`src/rtl/codec_regs_pkg.sv`:
```
package codec_regs_pkg;

    localparam int DW        = 16;
    localparam int AW        = 7;
    localparam int NUM_OUT   = 3;
    localparam int NUM_MIX   = 7;
    localparam int NUM_MONO  = 2;
    localparam int NUM_SLOTS = 18;
    localparam int VOLW      = 5;
    localparam int SLW       = $clog2(NUM_SLOTS);

    localparam logic [AW-1:0] IDX_RESET = 7'h00;
    localparam logic [AW-1:0] IDX_3DDEP = 7'h22;
    localparam logic [AW-1:0] IDX_PWR   = 7'h26;
    localparam logic [AW-1:0] IDX_IDENT = 7'h28;

    localparam logic [DW-1:0] CAPS_WORD = 16'h0D50;

    // storage slot numbers
    localparam int S_OUT0 = 0;
    localparam int S_BEEP = 3;
    localparam int S_MIX0 = 4;
    localparam int S_RSEL = 11;
    localparam int S_RGAIN = 12;
    localparam int S_GP   = 13;
    localparam int S_PWR  = 14;
    localparam int S_EXT  = 15;
    localparam int S_DACR = 16;
    localparam int S_ADCR = 17;

    typedef enum logic [1:0] {
        K_VOLUME,
        K_MONO_MIX,
        K_STEREO_MIX,
        K_PLAIN
    } slot_kind_e;

    typedef struct packed {
        logic            valid;
        logic [SLW-1:0]  slot;
    } slot_hit_t;

    function automatic logic [AW-1:0] slot_addr(input int s);
        case (s)
            0:  return 7'h02;
            1:  return 7'h04;
            2:  return 7'h06;
            3:  return 7'h0A;
            4:  return 7'h0C;
            5:  return 7'h0E;
            6:  return 7'h10;
            7:  return 7'h12;
            8:  return 7'h14;
            9:  return 7'h16;
            10: return 7'h18;
            11: return 7'h1A;
            12: return 7'h1C;
            13: return 7'h20;
            14: return 7'h26;
            15: return 7'h2A;
            16: return 7'h2C;
            default: return 7'h32;
        endcase
    endfunction

    function automatic slot_kind_e slot_kind(input int s);
        if (s < S_BEEP)                  return K_VOLUME;
        if (s >= S_MIX0 && s < S_MIX0 + NUM_MONO) return K_MONO_MIX;
        if (s >= S_MIX0 + NUM_MONO && s < S_MIX0 + NUM_MIX) return K_STEREO_MIX;
        return K_PLAIN;
    endfunction

    function automatic logic [DW-1:0] slot_mask(input int s);
        case (slot_kind(s))
            K_VOLUME:     return 16'hBF3F;
            K_MONO_MIX:   return (s == S_MIX0 + 1) ? 16'h805F : 16'h801F;
            K_STEREO_MIX: return 16'h9F1F;
            default: begin
                case (s)
                    S_BEEP:  return 16'h801E;
                    S_RSEL:  return 16'h0707;
                    S_RGAIN: return 16'h8F0F;
                    S_GP:    return 16'hA380;
                    S_PWR:   return 16'h7F00;
                    S_EXT:   return 16'h0001;
                    default: return 16'hFFFF;
                endcase
            end
        endcase
    endfunction

    function automatic logic [DW-1:0] slot_default(input int s);
        case (slot_kind(s))
            K_VOLUME:     return 16'h8000;
            K_MONO_MIX:   return 16'h8008;
            K_STEREO_MIX: return 16'h8808;
            default: begin
                case (s)
                    S_RGAIN:        return 16'h8000;
                    S_DACR, S_ADCR: return 16'hBB80;
                    default:        return 16'h0000;
                endcase
            end
        endcase
    endfunction

    function automatic slot_hit_t find_slot(input logic [AW-1:0] a);
        slot_hit_t h;
        h.valid = 1'b0;
        h.slot  = '0;
        for (int s = 0; s < NUM_SLOTS; s++) begin
            if (a == slot_addr(s)) begin
                h.valid = 1'b1;
                h.slot  = SLW'(s);
            end
        end
        return h;
    endfunction

    // top bit of a 6-bit output field pins the level at full attenuation
    function automatic logic [VOLW-1:0] sat_volume(input logic [5:0] f);
        return f[5] ? {VOLW{1'b1}} : f[VOLW-1:0];
    endfunction

endpackage

```
`src/rtl/codec_reg_store.sv`:
```
module codec_reg_store
    import codec_regs_pkg::*;
(
    input  logic                          clk,
    input  logic                          rst,
    input  logic                          wr_en,
    input  logic [AW-1:0]                 addr,
    input  logic [DW-1:0]                 wr_data,
    output logic [NUM_SLOTS-1:0][DW-1:0]  regs
);

    logic soft_rst;
    assign soft_rst = wr_en && (addr == IDX_RESET);

    for (genvar s = 0; s < NUM_SLOTS; s++) begin : g_slot
        localparam logic [DW-1:0] MASK = slot_mask(s);
        localparam logic [DW-1:0] DEF  = slot_default(s);
        localparam logic [AW-1:0] IDX  = slot_addr(s);

        always_ff @(posedge clk) begin
            if (rst || soft_rst) begin
                regs[s] <= DEF;
            end else if (wr_en && addr == IDX) begin
                regs[s] <= wr_data & MASK;
            end
        end
    end

endmodule

```
`src/rtl/codec_read_port.sv`:
```
module codec_read_port
    import codec_regs_pkg::*;
(
    input  logic                          clk,
    input  logic                          rst,
    input  logic                          rd_en,
    input  logic [AW-1:0]                 addr,
    input  logic [NUM_SLOTS-1:0][DW-1:0]  regs,
    input  logic [1:0]                    id_strap,
    input  logic [3:0]                    ready_in,
    output logic                          rd_valid,
    output logic [DW-1:0]                 rd_data
);

    slot_hit_t       hit;
    logic [DW-1:0]   rd_word;

    always_comb begin
        hit = find_slot(addr);
        if (addr == IDX_RESET) begin
            rd_word = CAPS_WORD;
        end else if (addr == IDX_IDENT) begin
            rd_word = {id_strap, 13'b0, 1'b1};
        end else if (addr == IDX_PWR) begin
            rd_word = {regs[S_PWR][15:8], 4'b0, ready_in};
        end else if (hit.valid) begin
            rd_word = regs[hit.slot];
        end else begin
            rd_word = '0;
        end
    end

    always_ff @(posedge clk) begin
        if (rst) begin
            rd_valid <= 1'b0;
            rd_data  <= '0;
        end else begin
            rd_valid <= rd_en;
            if (rd_en) rd_data <= rd_word;
        end
    end

endmodule

```
`src/rtl/codec_ctrl_decode.sv`:
```
module codec_ctrl_decode
    import codec_regs_pkg::*;
(
    input  logic [NUM_SLOTS-1:0][DW-1:0] regs,
    output logic [NUM_OUT*VOLW-1:0]      outvol_att_l,
    output logic [NUM_OUT*VOLW-1:0]      outvol_att_r,
    output logic [NUM_OUT-1:0]           outvol_mute,
    output logic [3:0]                   beep_att,
    output logic                         beep_mute,
    output logic [NUM_MIX*VOLW-1:0]      mix_gain_l,
    output logic [NUM_MIX*VOLW-1:0]      mix_gain_r,
    output logic [NUM_MIX-1:0]           mix_mute,
    output logic                         mic_boost,
    output logic [2:0]                   rec_src_l,
    output logic [2:0]                   rec_src_r,
    output logic [3:0]                   rec_gain_l,
    output logic [3:0]                   rec_gain_r,
    output logic                         rec_mute,
    output logic                         pcm_post3d,
    output logic                         en_3d,
    output logic                         mono_from_mic,
    output logic                         mic2_sel,
    output logic                         loopback,
    output logic [6:0]                   pwrdn,
    output logic                         vra_en,
    output logic [DW-1:0]                dac_rate,
    output logic [DW-1:0]                adc_rate
);

    for (genvar o = 0; o < NUM_OUT; o++) begin : g_out
        assign outvol_att_l[o*VOLW +: VOLW] = sat_volume(regs[S_OUT0+o][13:8]);
        assign outvol_att_r[o*VOLW +: VOLW] = sat_volume(regs[S_OUT0+o][5:0]);
        assign outvol_mute[o]               = regs[S_OUT0+o][15];
    end

    for (genvar k = 0; k < NUM_MIX; k++) begin : g_mix
        assign mix_gain_r[k*VOLW +: VOLW] = regs[S_MIX0+k][VOLW-1:0];
        if (k < NUM_MONO) begin : g_mono
            assign mix_gain_l[k*VOLW +: VOLW] = regs[S_MIX0+k][VOLW-1:0];
        end else begin : g_stereo
            assign mix_gain_l[k*VOLW +: VOLW] = regs[S_MIX0+k][8 +: VOLW];
        end
        assign mix_mute[k] = regs[S_MIX0+k][15];
    end

    assign beep_att      = regs[S_BEEP][4:1];
    assign beep_mute     = regs[S_BEEP][15];
    assign mic_boost     = regs[S_MIX0+1][6];
    assign rec_src_l     = regs[S_RSEL][10:8];
    assign rec_src_r     = regs[S_RSEL][2:0];
    assign rec_gain_l    = regs[S_RGAIN][11:8];
    assign rec_gain_r    = regs[S_RGAIN][3:0];
    assign rec_mute      = regs[S_RGAIN][15];
    assign pcm_post3d    = regs[S_GP][15];
    assign en_3d         = regs[S_GP][13];
    assign mono_from_mic = regs[S_GP][9];
    assign mic2_sel      = regs[S_GP][8];
    assign loopback      = regs[S_GP][7];
    assign pwrdn         = regs[S_PWR][14:8];
    assign vra_en        = regs[S_EXT][0];
    assign dac_rate      = regs[S_DACR];
    assign adc_rate      = regs[S_ADCR];

endmodule

```
`src/rtl/codec_ctrl_regfile.sv`:
```
module codec_ctrl_regfile
    import codec_regs_pkg::*;
(
    input  logic                     clk,
    input  logic                     rst,
    input  logic                     wr_en,
    input  logic                     rd_en,
    input  logic [AW-1:0]            addr,
    input  logic [DW-1:0]            wr_data,
    input  logic [1:0]               id_strap,
    input  logic [3:0]               ready_in,
    output logic                     rd_valid,
    output logic [DW-1:0]            rd_data,
    output logic [NUM_OUT*VOLW-1:0]  outvol_att_l,
    output logic [NUM_OUT*VOLW-1:0]  outvol_att_r,
    output logic [NUM_OUT-1:0]       outvol_mute,
    output logic [3:0]               beep_att,
    output logic                     beep_mute,
    output logic [NUM_MIX*VOLW-1:0]  mix_gain_l,
    output logic [NUM_MIX*VOLW-1:0]  mix_gain_r,
    output logic [NUM_MIX-1:0]       mix_mute,
    output logic                     mic_boost,
    output logic [2:0]               rec_src_l,
    output logic [2:0]               rec_src_r,
    output logic [3:0]               rec_gain_l,
    output logic [3:0]               rec_gain_r,
    output logic                     rec_mute,
    output logic                     pcm_post3d,
    output logic                     en_3d,
    output logic                     mono_from_mic,
    output logic                     mic2_sel,
    output logic                     loopback,
    output logic [6:0]               pwrdn,
    output logic                     vra_en,
    output logic [DW-1:0]            dac_rate,
    output logic [DW-1:0]            adc_rate
);

    logic [NUM_SLOTS-1:0][DW-1:0] regs;

    codec_reg_store u_store (
        .clk     (clk),
        .rst     (rst),
        .wr_en   (wr_en),
        .addr    (addr),
        .wr_data (wr_data),
        .regs    (regs)
    );

    codec_read_port u_read (
        .clk      (clk),
        .rst      (rst),
        .rd_en    (rd_en),
        .addr     (addr),
        .regs     (regs),
        .id_strap (id_strap),
        .ready_in (ready_in),
        .rd_valid (rd_valid),
        .rd_data  (rd_data)
    );

    codec_ctrl_decode u_dec (
        .regs          (regs),
        .outvol_att_l  (outvol_att_l),
        .outvol_att_r  (outvol_att_r),
        .outvol_mute   (outvol_mute),
        .beep_att      (beep_att),
        .beep_mute     (beep_mute),
        .mix_gain_l    (mix_gain_l),
        .mix_gain_r    (mix_gain_r),
        .mix_mute      (mix_mute),
        .mic_boost     (mic_boost),
        .rec_src_l     (rec_src_l),
        .rec_src_r     (rec_src_r),
        .rec_gain_l    (rec_gain_l),
        .rec_gain_r    (rec_gain_r),
        .rec_mute      (rec_mute),
        .pcm_post3d    (pcm_post3d),
        .en_3d         (en_3d),
        .mono_from_mic (mono_from_mic),
        .mic2_sel      (mic2_sel),
        .loopback      (loopback),
        .pwrdn         (pwrdn),
        .vra_en        (vra_en),
        .dac_rate      (dac_rate),
        .adc_rate      (adc_rate)
    );

endmodule

```
`config.mk`:
```
export PLATFORM = sky130hd
export DESIGN_NAME = codec_ctrl_regfile
export DESIGN_NICKNAME = d
export VERILOG_FILES = /design/src/rtl/codec_regs_pkg.sv /design/src/rtl/codec_reg_store.sv /design/src/rtl/codec_read_port.sv /design/src/rtl/codec_ctrl_decode.sv /design/src/rtl/codec_ctrl_regfile.sv
export SDC_FILE = /design/constraint.sdc
export NUM_CORES = 1
export LEC_CHECK = 0
export BUFFER_PORTS_ARGS = -buffer_cell sky130_fd_sc_hd__buf_2
export CORE_MARGIN = 4
export CORE_UTILIZATION = 35
export CTS_CLUSTER_DIAMETER = 100
export DETAILED_ROUTE_END_ITERATION = 6
export GPL_ROUTABILITY_DRIVEN = 0
export HOLD_SLACK_MARGIN = 0.08
export MAX_ROUTING_LAYER = met4
export PLACE_DENSITY = 0.54
export SYNTH_ARGS = -nofsm -noshare
export SYNTH_HDL_FRONTEND = slang
export SYNTH_SLANG_ARGS = --single-unit
```
`constraint.sdc`:
```
create_clock -name clk -period 5.8 [get_ports clk]
set_clock_uncertainty 0.1 [all_clocks]
set_input_delay 1.74 -clock clk [delete_from_list [all_inputs] [get_ports clk]]
set_output_delay 1.74 -clock clk [all_outputs]
set_load 0.01 [all_outputs]
```
* Word level (Yosys, flattened, before mapping) *
Index checks and enable logic that the tools add are counted.

storage, ports and cells
  memory bits (writable) = 0
  memories = 0
  latch bits = 0
  output and inout port bits = 193
  memory bits (read-only) = 0
  flip-flop bits (word level) = 189

operators by class
  equal/unequal tests = 19
  divide/modulo/power cells = 0
  shift-type cells = 0
  reduce and logical (&&, ||, !) cells = 21
  multiply operators = 0
  order comparisons = 1
  bitwise operators = 0
  muxes and demuxes = 30
  $add $sub $neg = 0

operators by type and width
  operator              number
  $mux W6               18
  $bmux W16 S5          1
  $mux W16              5
  $eq A7 B5 Y1 const B  7
  $eq A7 B6 Y1 const B  6
  $mux W5               6
  $eq A7 B4 Y1 const B  3
  $logic_and A1 B1 Y1   19
  $eq A7 B3 Y1 const B  2
  $eq A7 B2 Y1 const B  1
  $logic_not A7 Y1      1
  $lt A5 B6 Y1 const B  1
  $logic_or A1 B1 Y1    1

* Logic depth before layout (Yosys ltp) *
Gate-level depths: netlist (run 1).

  depth in word-level cells = 25
  depth in mapped cells = 13

* Hierarchy *
From an unflattened synthesis (run 1), not the netlist that was laid out.

second synthesis, totals
  cells, all modules = 1695
  area total of the unflattened synthesis = 12667.1 µm²

modules (own cells, without submodules)
  module             cells each  area an instance (µm²)  times used
  codec_reg_store    932         7647.3                  1
  codec_read_port    587         3736.1                  1
  codec_ctrl_decode  176         1283.7                  1

* Worst setup path before layout (run 1) *
Ideal clock, no wire load.

  kind = input -> register
  start = input addr[6]
  end = register u_read.rd_data[4]
  stages on the path = 9
  library setup time = 0.086 ns
  arrival time = 3.694 ns
  buffers on the path = 1
  slack = 1.920 ns
  cell sequence = buf_2 -> or2_1 -> nor2_1 -> a211o_2 -> nor2_4 -> mux2i_1 -> o22ai_1 -> or4_1 -> a211oi_1

on the way
  longest elaborated chain between the ends = 24

RTL lines
  element                         line                     text
  start, declared                 codec_ctrl_regfile.sv:8  input logic [AW-1:0] addr,
  $eq A7 B3 Y1                    codec_regs_pkg.sv:112    if (a == slot_addr(s)) begin
  $mux W6 (17 in series)          codec_regs_pkg.sv:112
  $bmux W16 S5                    codec_read_port.sv:27    rd_word = regs[hit.slot];
  $mux W16 (implied by the code)  codec_read_port.sv:27
  $mux W16                        codec_read_port.sv:26    end else if (hit.valid) begin
  $mux W16                        codec_read_port.sv:24    end else if (addr == IDX_PWR) begin
  $mux W16                        codec_read_port.sv:22    end else if (addr == IDX_IDENT) begin
  $mux W16 *                      codec_read_port.sv:20    if (addr == IDX_RESET) begin
  end signal, assigned            codec_read_port.sv:39    if (rd_en) rd_data <= rd_word;
  end, declared                   codec_read_port.sv:12    output logic [DW-1:0] rd_data

Every way passes the cells marked *; elsewhere a longest branch is shown, timed or not. The select of a mux whose other input is x is not followed.
A chain may end at the register's enable or synchronous reset.

* Worst setup path in the final report (run 1) *
  start = input addr[2]
  end = register u_read.rd_data[0]

The elaborated chain is that of the path after synthesis.

==> results of run 1 <==
[state kept, by name, indices dropped and copies added (netlist names)]
name             cells
u_read.rd_valid      1
u_read.rd_data      16
u_store.regs       172
[Yosys cell counts, types with 3 or more instances]
cell and instances:
buf_2 23, o22ai_1 6, a21o_1 4, a32oi_1 3
mux2i_1 60, o31ai_1 3, o21ai_0 12, nand3_1 78
a31oi_1 13, or2_2 31, o21ai_1 4, dfxtp_1 189
nor4_1 7, o21a_1 3, o211ai_1 5, nand3b_1 3
buf_4 141, a211o_1 3, nor2b_1 5, a211oi_1 8
nor2_1 70, and3_1 11, or4_1 4, clkbuf_1 56
nor3_1 11, a22oi_1 6, nand2_1 369, inv_1 5
buf_1 9, or3_1 3, a2111oi_0 4, nor3b_1 3
a21oi_1 146, nand2b_1 7, and2_1 5
[logic make-up (layout without fill, tap and decap cells)]
group | after synthesis | after routing
and+or+nand+nor | 623 | 623
AOI/OAI and AO/OA | 249 | 249
buffers and inverters | 236 | 283
DFF | 189 | 189
muxes | 61 | 61
xor gates and xnor gates | 2 | 2
[per-stage QoR]
step | hold slack (ns) | util (%) | setup slack (ns) | cell area, um2
after floorplan | 0.342 | - | 1.92 | 10200
after global placement | 0.354 | 36.7 | 1.03 | 10500
after detailed placement | 0.365 | 36.7 | 0.927 | 10500
after CTS | 0.375 | 38.6 | 1.38 | 11100
after global routing | 0.401 | 38.6 | 0.990 | 11100
final | 0.376 | 38.6 | 1.32 | 11100
[layout make-up]
type	instances	share of cell area [%]
multi-input cells	935	44.8
flip-flops and latches	189	34.1
repair buffers	246	11.7
well taps	384	4.33
clock buffers	19	3.99
clock inverters	13	0.936
inverters	5	0.169
[power groups by stage]
stage / Sequential [W] / Combinational, W / Clock (W)
2_1_floorplan: 0.00134 / 0.000130 / 0
3_3_place_gp: 0.00134 / 0.000209 / 0
3_5_place_dp: 0.00134 / 0.000211 / 0
4_1_cts: 0.00131 / 0.000212 / 0.00114
5_1_grt: 0.00131 / 0.000229 / 0.00119
6_report: 0.00131 / 0.000216 / 0.00113
[worst paths after layout]
kind / end / slack [ns] / startpoint / cells past startpoint
worst max-delay path: u_read.rd_data[0] / 1.32 / addr[2] / 9
worst min-delay path: u_store.regs[100] / 0.38 / u_store.regs[100] / 2
worst max register to register: u_read.rd_data[4] / 3.83 / u_store.regs[52] / 5
worst min register to register: u_store.regs[100] / 0.38 / u_store.regs[100] / 2
[routing by layer]
layer | GRT usage (%) | vias to the layer above
met4 | 8.92 | 0
li1 | - | 4522
met3 | 4.81 | 73
met1 | 35.0 | 4766
met5 | - | -
met2 | 40.2 | 518
[critical path, cell delays in order]
cell and delay (ns):
buf_2 0.34, nand2b_1 0.28, a2111oi_0 0.09, a211o_2 0.41
nand2b_2 0.69, nor2_1 0.45, nand2_1 0.09, a311o_1 0.35
o32ai_1 0.25
==> flow_summary.toml, run 1 <==
[run_status]
outcome = "finished clean"

[yosys]
dominant_combinational_cell_family_by_area_after_synthesis = "simple AND/OR/NAND/NOR gates"
mappedNetlistArea_um2 = 10200
synth-simple-area-share_pct = 27.1
share_of_flip_flops_with_an_asynchronous_set_or_reset_after_synthesis_pct = 0
adder_cell_share_of_the_synthesized_area_pct = 0
seq_area_frac_synth_pct = 37.2
netlist.top_cell.by_area = "dfxtp_1"
netlist_instances = 1360
ys_types = 74
synth.ff_latch_count = 189
ys_dominant_reg_cell = "dfxtp_1"
synth-xor-area-share_pct = 0.246
synth-compound-area-share_pct = 15.1
synth-edff-count = 0
synth.top_cell.area_share_pct = 37.2
post_synth.cell_area_avg_um2 = 7.47
post_syn_nets = 1393
synth_top_cells_by_area = "dfxtp_1 (37%), nand2_1 (14%), buf_4 (10%), a21oi_1 (7.2%), mux2i_1 (5.9%)"
synthMuxAreaShare_pct = 6.02
warnings_synthesis = 0

[finish]
commonest_cells_after_routing_fill_and_taps_aside = "nand2_1 (368), buf_2 (225), dfxtp_1 (189)"
multiInputGateArea_um2 = 4960
layout.cells.most_common = "nand2_1"
layout-drive-gt1-share_pct = 23.7
syn2layout_area_growth_pct = 9.11
n_antenna_cell = 0
nFillCells = 3088
final-instance-count-excl-fill = 1791
sequential_cell_area_um2 = 3780
design.final.nets = 1427

[grt]
grt_util_all_layers_pct = 26.2
grt_pass1_wl_um = 60500
grt_pass1_vias = 9160
largest_net_degree_at_the_start_of_global_routing = 56
grt_antenna_before_repair = 0
gr-total-overflow = 0

[worst_hold_path]
holdCritPathClass = "reg -> reg"

[setup_path]
worst_setup_path_end_kind = "flop"
worst-path-max-fanout = 45
criticalPathCategory = "in -> reg"
crit_required_ns = 6.04
cp_data_arrival_time_ns = 4.72
timing.critical_path.from_type = "input port"

[power_and_ir_drop]
pwr-share-seq_pct = 49.3
power_leakage_nw = 4.83
clockPowerShare_pct = 42.5
total_switching_power_w = 0.000724
vdd_ir_drop_max_v = 0.000163
power_w = 0.00265
part_of_the_total_power_dissipated_in_combinational_logic_pct = 8.1
power.internal_w = 0.00193
switching_share_pct = 27.3
power_density_nw_per_um2 = 239

[clock_network]
tritoncts.num_buffers = 17
clock_sinks = 189
cts_tree = "built"
clock_tree.htree_level_count = 4
clock_tree.buffer_depth = 2
post_cts_buffers = 0
holdBufCountCts = 0
cts-resized-gates = 0
path_clk_slew_ns = 0.08
cts_root_buffer = "clkbuf_16"
worstSkewPairLatency_ns = 0.44

[routing]
drc = 0
routed-wl-met2_um = 19400
avgRoutedWirePerCell_um = 23.4
highest_layer = "met4"
sum_of_routed_wire_segments_on_met1_um = 17700
met3_wire_len_um = 3530
route.antenna.remaining_nets = 0
detail_route.wirelength_um = 42000
vias_per_cell = 5.52
drtIter0Drc = 1224
detail_route.first_pass.iterations = 6
num_vias = 9879

[die]
die_y_um = 178
placementRows = 62
total_core_area_um2 = 28700
die-area_um2 = 31800
initial_utilization_pct = 35.4
die-width_um = 178
pin_count = 226

[place]
i_o_buffers = 225
numPlacedInstances = 1759
dp.final_hpwl_um = 31200

[sta]
worst_pin_slew_ns = 1.24
period_minus_slack_ns = 4.48
setup_violations = 0
final_max_slew_viols = 0
hold_violations = 0
relSlewSlack_pct = 16.7
finalSetupTns_ns = 0
max_freq_mhz = 223
rsz0062_at_grt = "no"
finalCritPeriodShare_pct = 77.2

[run]
maxCapViolCount = 0
(Power assumes the default switching activity.)
==> run 2, diff against run 1 <==
--- a/config.mk
+++ b/config.mk
@@ -5,6 +5,7 @@
 export SDC_FILE = /design/constraint.sdc
 export NUM_CORES = 1
 export LEC_CHECK = 0
+export ABC_AREA = 1
 export BUFFER_PORTS_ARGS = -buffer_cell sky130_fd_sc_hd__buf_2
 export CORE_MARGIN = 4
 export CORE_UTILIZATION = 35
==> constraint.sdc (replaced) <==
create_clock -name clk -period 4.3 [get_ports clk]
set_clock_uncertainty 0.1 [all_clocks]
set_input_delay 1.29 -clock clk [delete_from_list [all_inputs] [get_ports clk]]
set_output_delay 1.29 -clock clk [all_outputs]
set_load 0.01 [all_outputs]
==> run 2 against run 1 <==
Against the previous run: final cell count rose by 2.5%; wire length down 5.5%; largest power group unchanged; hold slack worse by 0.011 ns; register-to-register slack worse by 1.1 ns; clock power rose by 49%; via count down 1.9%; synthesized area shrank 4.0%; worst setup slack got worse by 0.66 ns; final area down 2.1%; largest cell class unchanged.
==> flow_summary.toml, run 2 <==
[run_status]
outcome = "finished clean"

[power_and_ir_drop]
part_of_the_total_power_dissipated_in_combinational_logic_pct = 8.4
power.internal_w = 0.00278
total_switching_power_w = 0.000991
pwr-share-seq_pct = 46.9
power_density_nw_per_um2 = 347
power_w = 0.00377
clockPowerShare_pct = 44.7
switching_share_pct = 26.3
vdd_ir_drop_max_v = 0.000228
power_leakage_nw = 5.11

[yosys]
post_syn_nets = 1423
ys_types = 37
synth-edff-count = 0
synth_top_cells_by_area = "dfxtp_1 (39%), buf_4 (11%), nand2_1 (10%), a21oi_1 (8.7%), o21ai_0 (7.5%)"
netlist.top_cell.by_area = "dfxtp_1"
post_synth.cell_area_avg_um2 = 7.02
synth.ff_latch_count = 189
ys_dominant_reg_cell = "dfxtp_1"
warnings_synthesis = 0
netlist_instances = 1390
synth.top_cell.area_share_pct = 38.8
share_of_flip_flops_with_an_asynchronous_set_or_reset_after_synthesis_pct = 0
post_synth_most_frequent_cells = "nand2_1 (269), dfxtp_1 (189), a21oi_1 (170)"
seq_area_frac_synth_pct = 38.8
synth.most_common_cell = "nand2_1"
mappedNetlistArea_um2 = 9760

[clock_network]
post_cts_buffers = 0
path_clk_slew_ns = 0.07
cts-resized-gates = 0
cts_tree = "built"
holdBufCountCts = 0
worstSkewPairLatency_ns = 0.45
tritoncts.num_buffers = 17
cts_root_buffer = "clkbuf_16"
clock_tree.buffer_depth = 2
clock_tree.htree_level_count = 4
clock_sinks = 189

[routing]
detail_route.wirelength_um = 39700
route.antenna.remaining_nets = 0
drtIter0Drc = 1081
drc = 0
met3_wire_len_um = 3670
sum_of_routed_wire_segments_on_met1_um = 17300
highest_layer = "met4"
avgRoutedWirePerCell_um = 21.6
detail_route.first_pass.iterations = 6
num_vias = 9696
vias_per_cell = 5.28
routed-wl-met2_um = 17600

[sta]
relSlewSlack_pct = 49.7
hold_violations = 0
setup_violations = 0
rsz0062_at_grt = "no"
finalSetupTns_ns = 0
layout_setup_ws_ns = 0.662
final_layout_worst_hold_slack_ns = 0.365
period_minus_slack_ns = 3.64
final_max_slew_viols = 0
max_freq_mhz = 275
finalCritPeriodShare_pct = 84.6
worst_pin_slew_ns = 0.753

[setup_path]
criticalPathCategory = "in -> reg"
worst-path-max-fanout = 23
worst_setup_path_end_kind = "flop"
slowest_delay_ns = 0.43
cp_data_arrival_time_ns = 3.91
dominant_delay_contributor_by_cell_family_on_the_critical_path = "simple AND/OR/NAND/NOR gates"
crit_required_ns = 4.57
path_cells = "buf_2 -> inv_2 -> nand2_1 -> nor2_2 -> nand2_1 -> nand2_1 -> nor2_1 -> nand4_1 -> nor2_2 -> nand3_4 -> inv_2 -> nand2_1 -> o21ai_0 -> o21ai_1 -> nand2_1 -> nand3_1 -> a21oi_1"
worstSetupPathDepth = 17
timing.critical_path.from_type = "input port"
crit_path_top_delay_cell = "inv_2"
crit_path_top_cell_by_count = "nand2_1"
r2r_cells = 8
cp_num_buf_inv = 3

[die]
die-width_um = 175
placementRows = 60
pin_count = 226
total_core_area_um2 = 27200
die-area_um2 = 30600
initial_utilization_pct = 35.9
die_y_um = 175

[finish]
finish.instance_area_um2 = 10900
layout.cells.most_common = "nand2_1"
biggestRegsByFlops = "u_store.regs x172, u_read.rd_data x16, u_read.rd_valid x1"
syn2layout_area_growth_pct = 11.2
largest_register_ffs = 172
max_flop_register = "u_store.regs"
nFillCells = 2999
commonest_cells_after_routing_fill_and_taps_aside = "nand2_1 (269), buf_2 (225), dfxtp_1 (189)"
design.final.nets = 1483
n_antenna_cell = 0
layout-drive-gt1-share_pct = 21.8

[run]
maxCapViolCount = 0

[place]
instance_area_after_placement_um2 = 10200
i_o_buffers = 225
pre_cts_ws_ns = 0.307
dp.final_hpwl_um = 29200

[grt]
grt_util_all_layers_pct = 25.6
gr-total-overflow = 0
largest_net_degree_at_the_start_of_global_routing = 140
grt_antenna_before_repair = 0
grt_pass1_vias = 8927
grt_pass1_wl_um = 58000

[worst_hold_path]
worst_hold_path.num_cells = 2
holdCritPathClass = "reg -> reg"
run 2: tightest hold or removal path: stages (launching register included):
cell and delay, ns:
dfxtp_1 0.31, nand2_1 0.06, a21oi_1 0.05
run 2: layer usage:
layer / vias to the layer above / global-route usage (%)
met3: 75 / 5.84
li1: 4616 / -
met5: - / -
met1: 4485 / 34.3
met2: 520 / 38.8
met4: 0 / 7.63
run 2: worst paths after layout:
kind                            slack (ns)            endpoint                from
worst max-delay path                  0.66   u_read.rd_data[4]             addr[0]
worst min-delay path                  0.37  u_read.rd_data[14]  u_read.rd_data[14]
worst max register to register        2.71   u_read.rd_data[4]    u_store.regs[36]
worst min register to register        0.37  u_read.rd_data[14]  u_read.rd_data[14]
run 2: power groups by stage:
stage	clock network [W]	registers [W]	logic, W
floorplan	0	0.00181	0.000183
global placement	0	0.00181	0.000307
detailed placement	0	0.00181	0.000309
CTS	0.00169	0.00177	0.000310
global route	0.00177	0.00177	0.000339
finish	0.00168	0.00177	0.000317
run 2: layout make-up:
class	count	area, um2	area share [%]
multi-input combinational	858	4140	38.1
sequential	189	3780	34.9
clock inverter	12	159	1.46
timing repair buffer	255	1380	12.7
inverter	129	484	4.46
clock buffer	20	447	4.12
tap	372	465	4.29
run 2: stage by stage:
step,instances,utilization (%)
2_1_floorplan,1390,-
3_3_place_gp,1803,37.7
3_5_place_dp,1803,37.7
4_1_cts,1835,39.9
5_1_grt,1835,39.9
6_report,1835,39.9
run 2: cells by family after synthesis:
kind of cell | after synthesis | synth area share (%)
compound gates | 398 | 21.8
buf+inv | 343 | 19.0
flops | 189 | 38.8
simple gates | 460 | 20.4
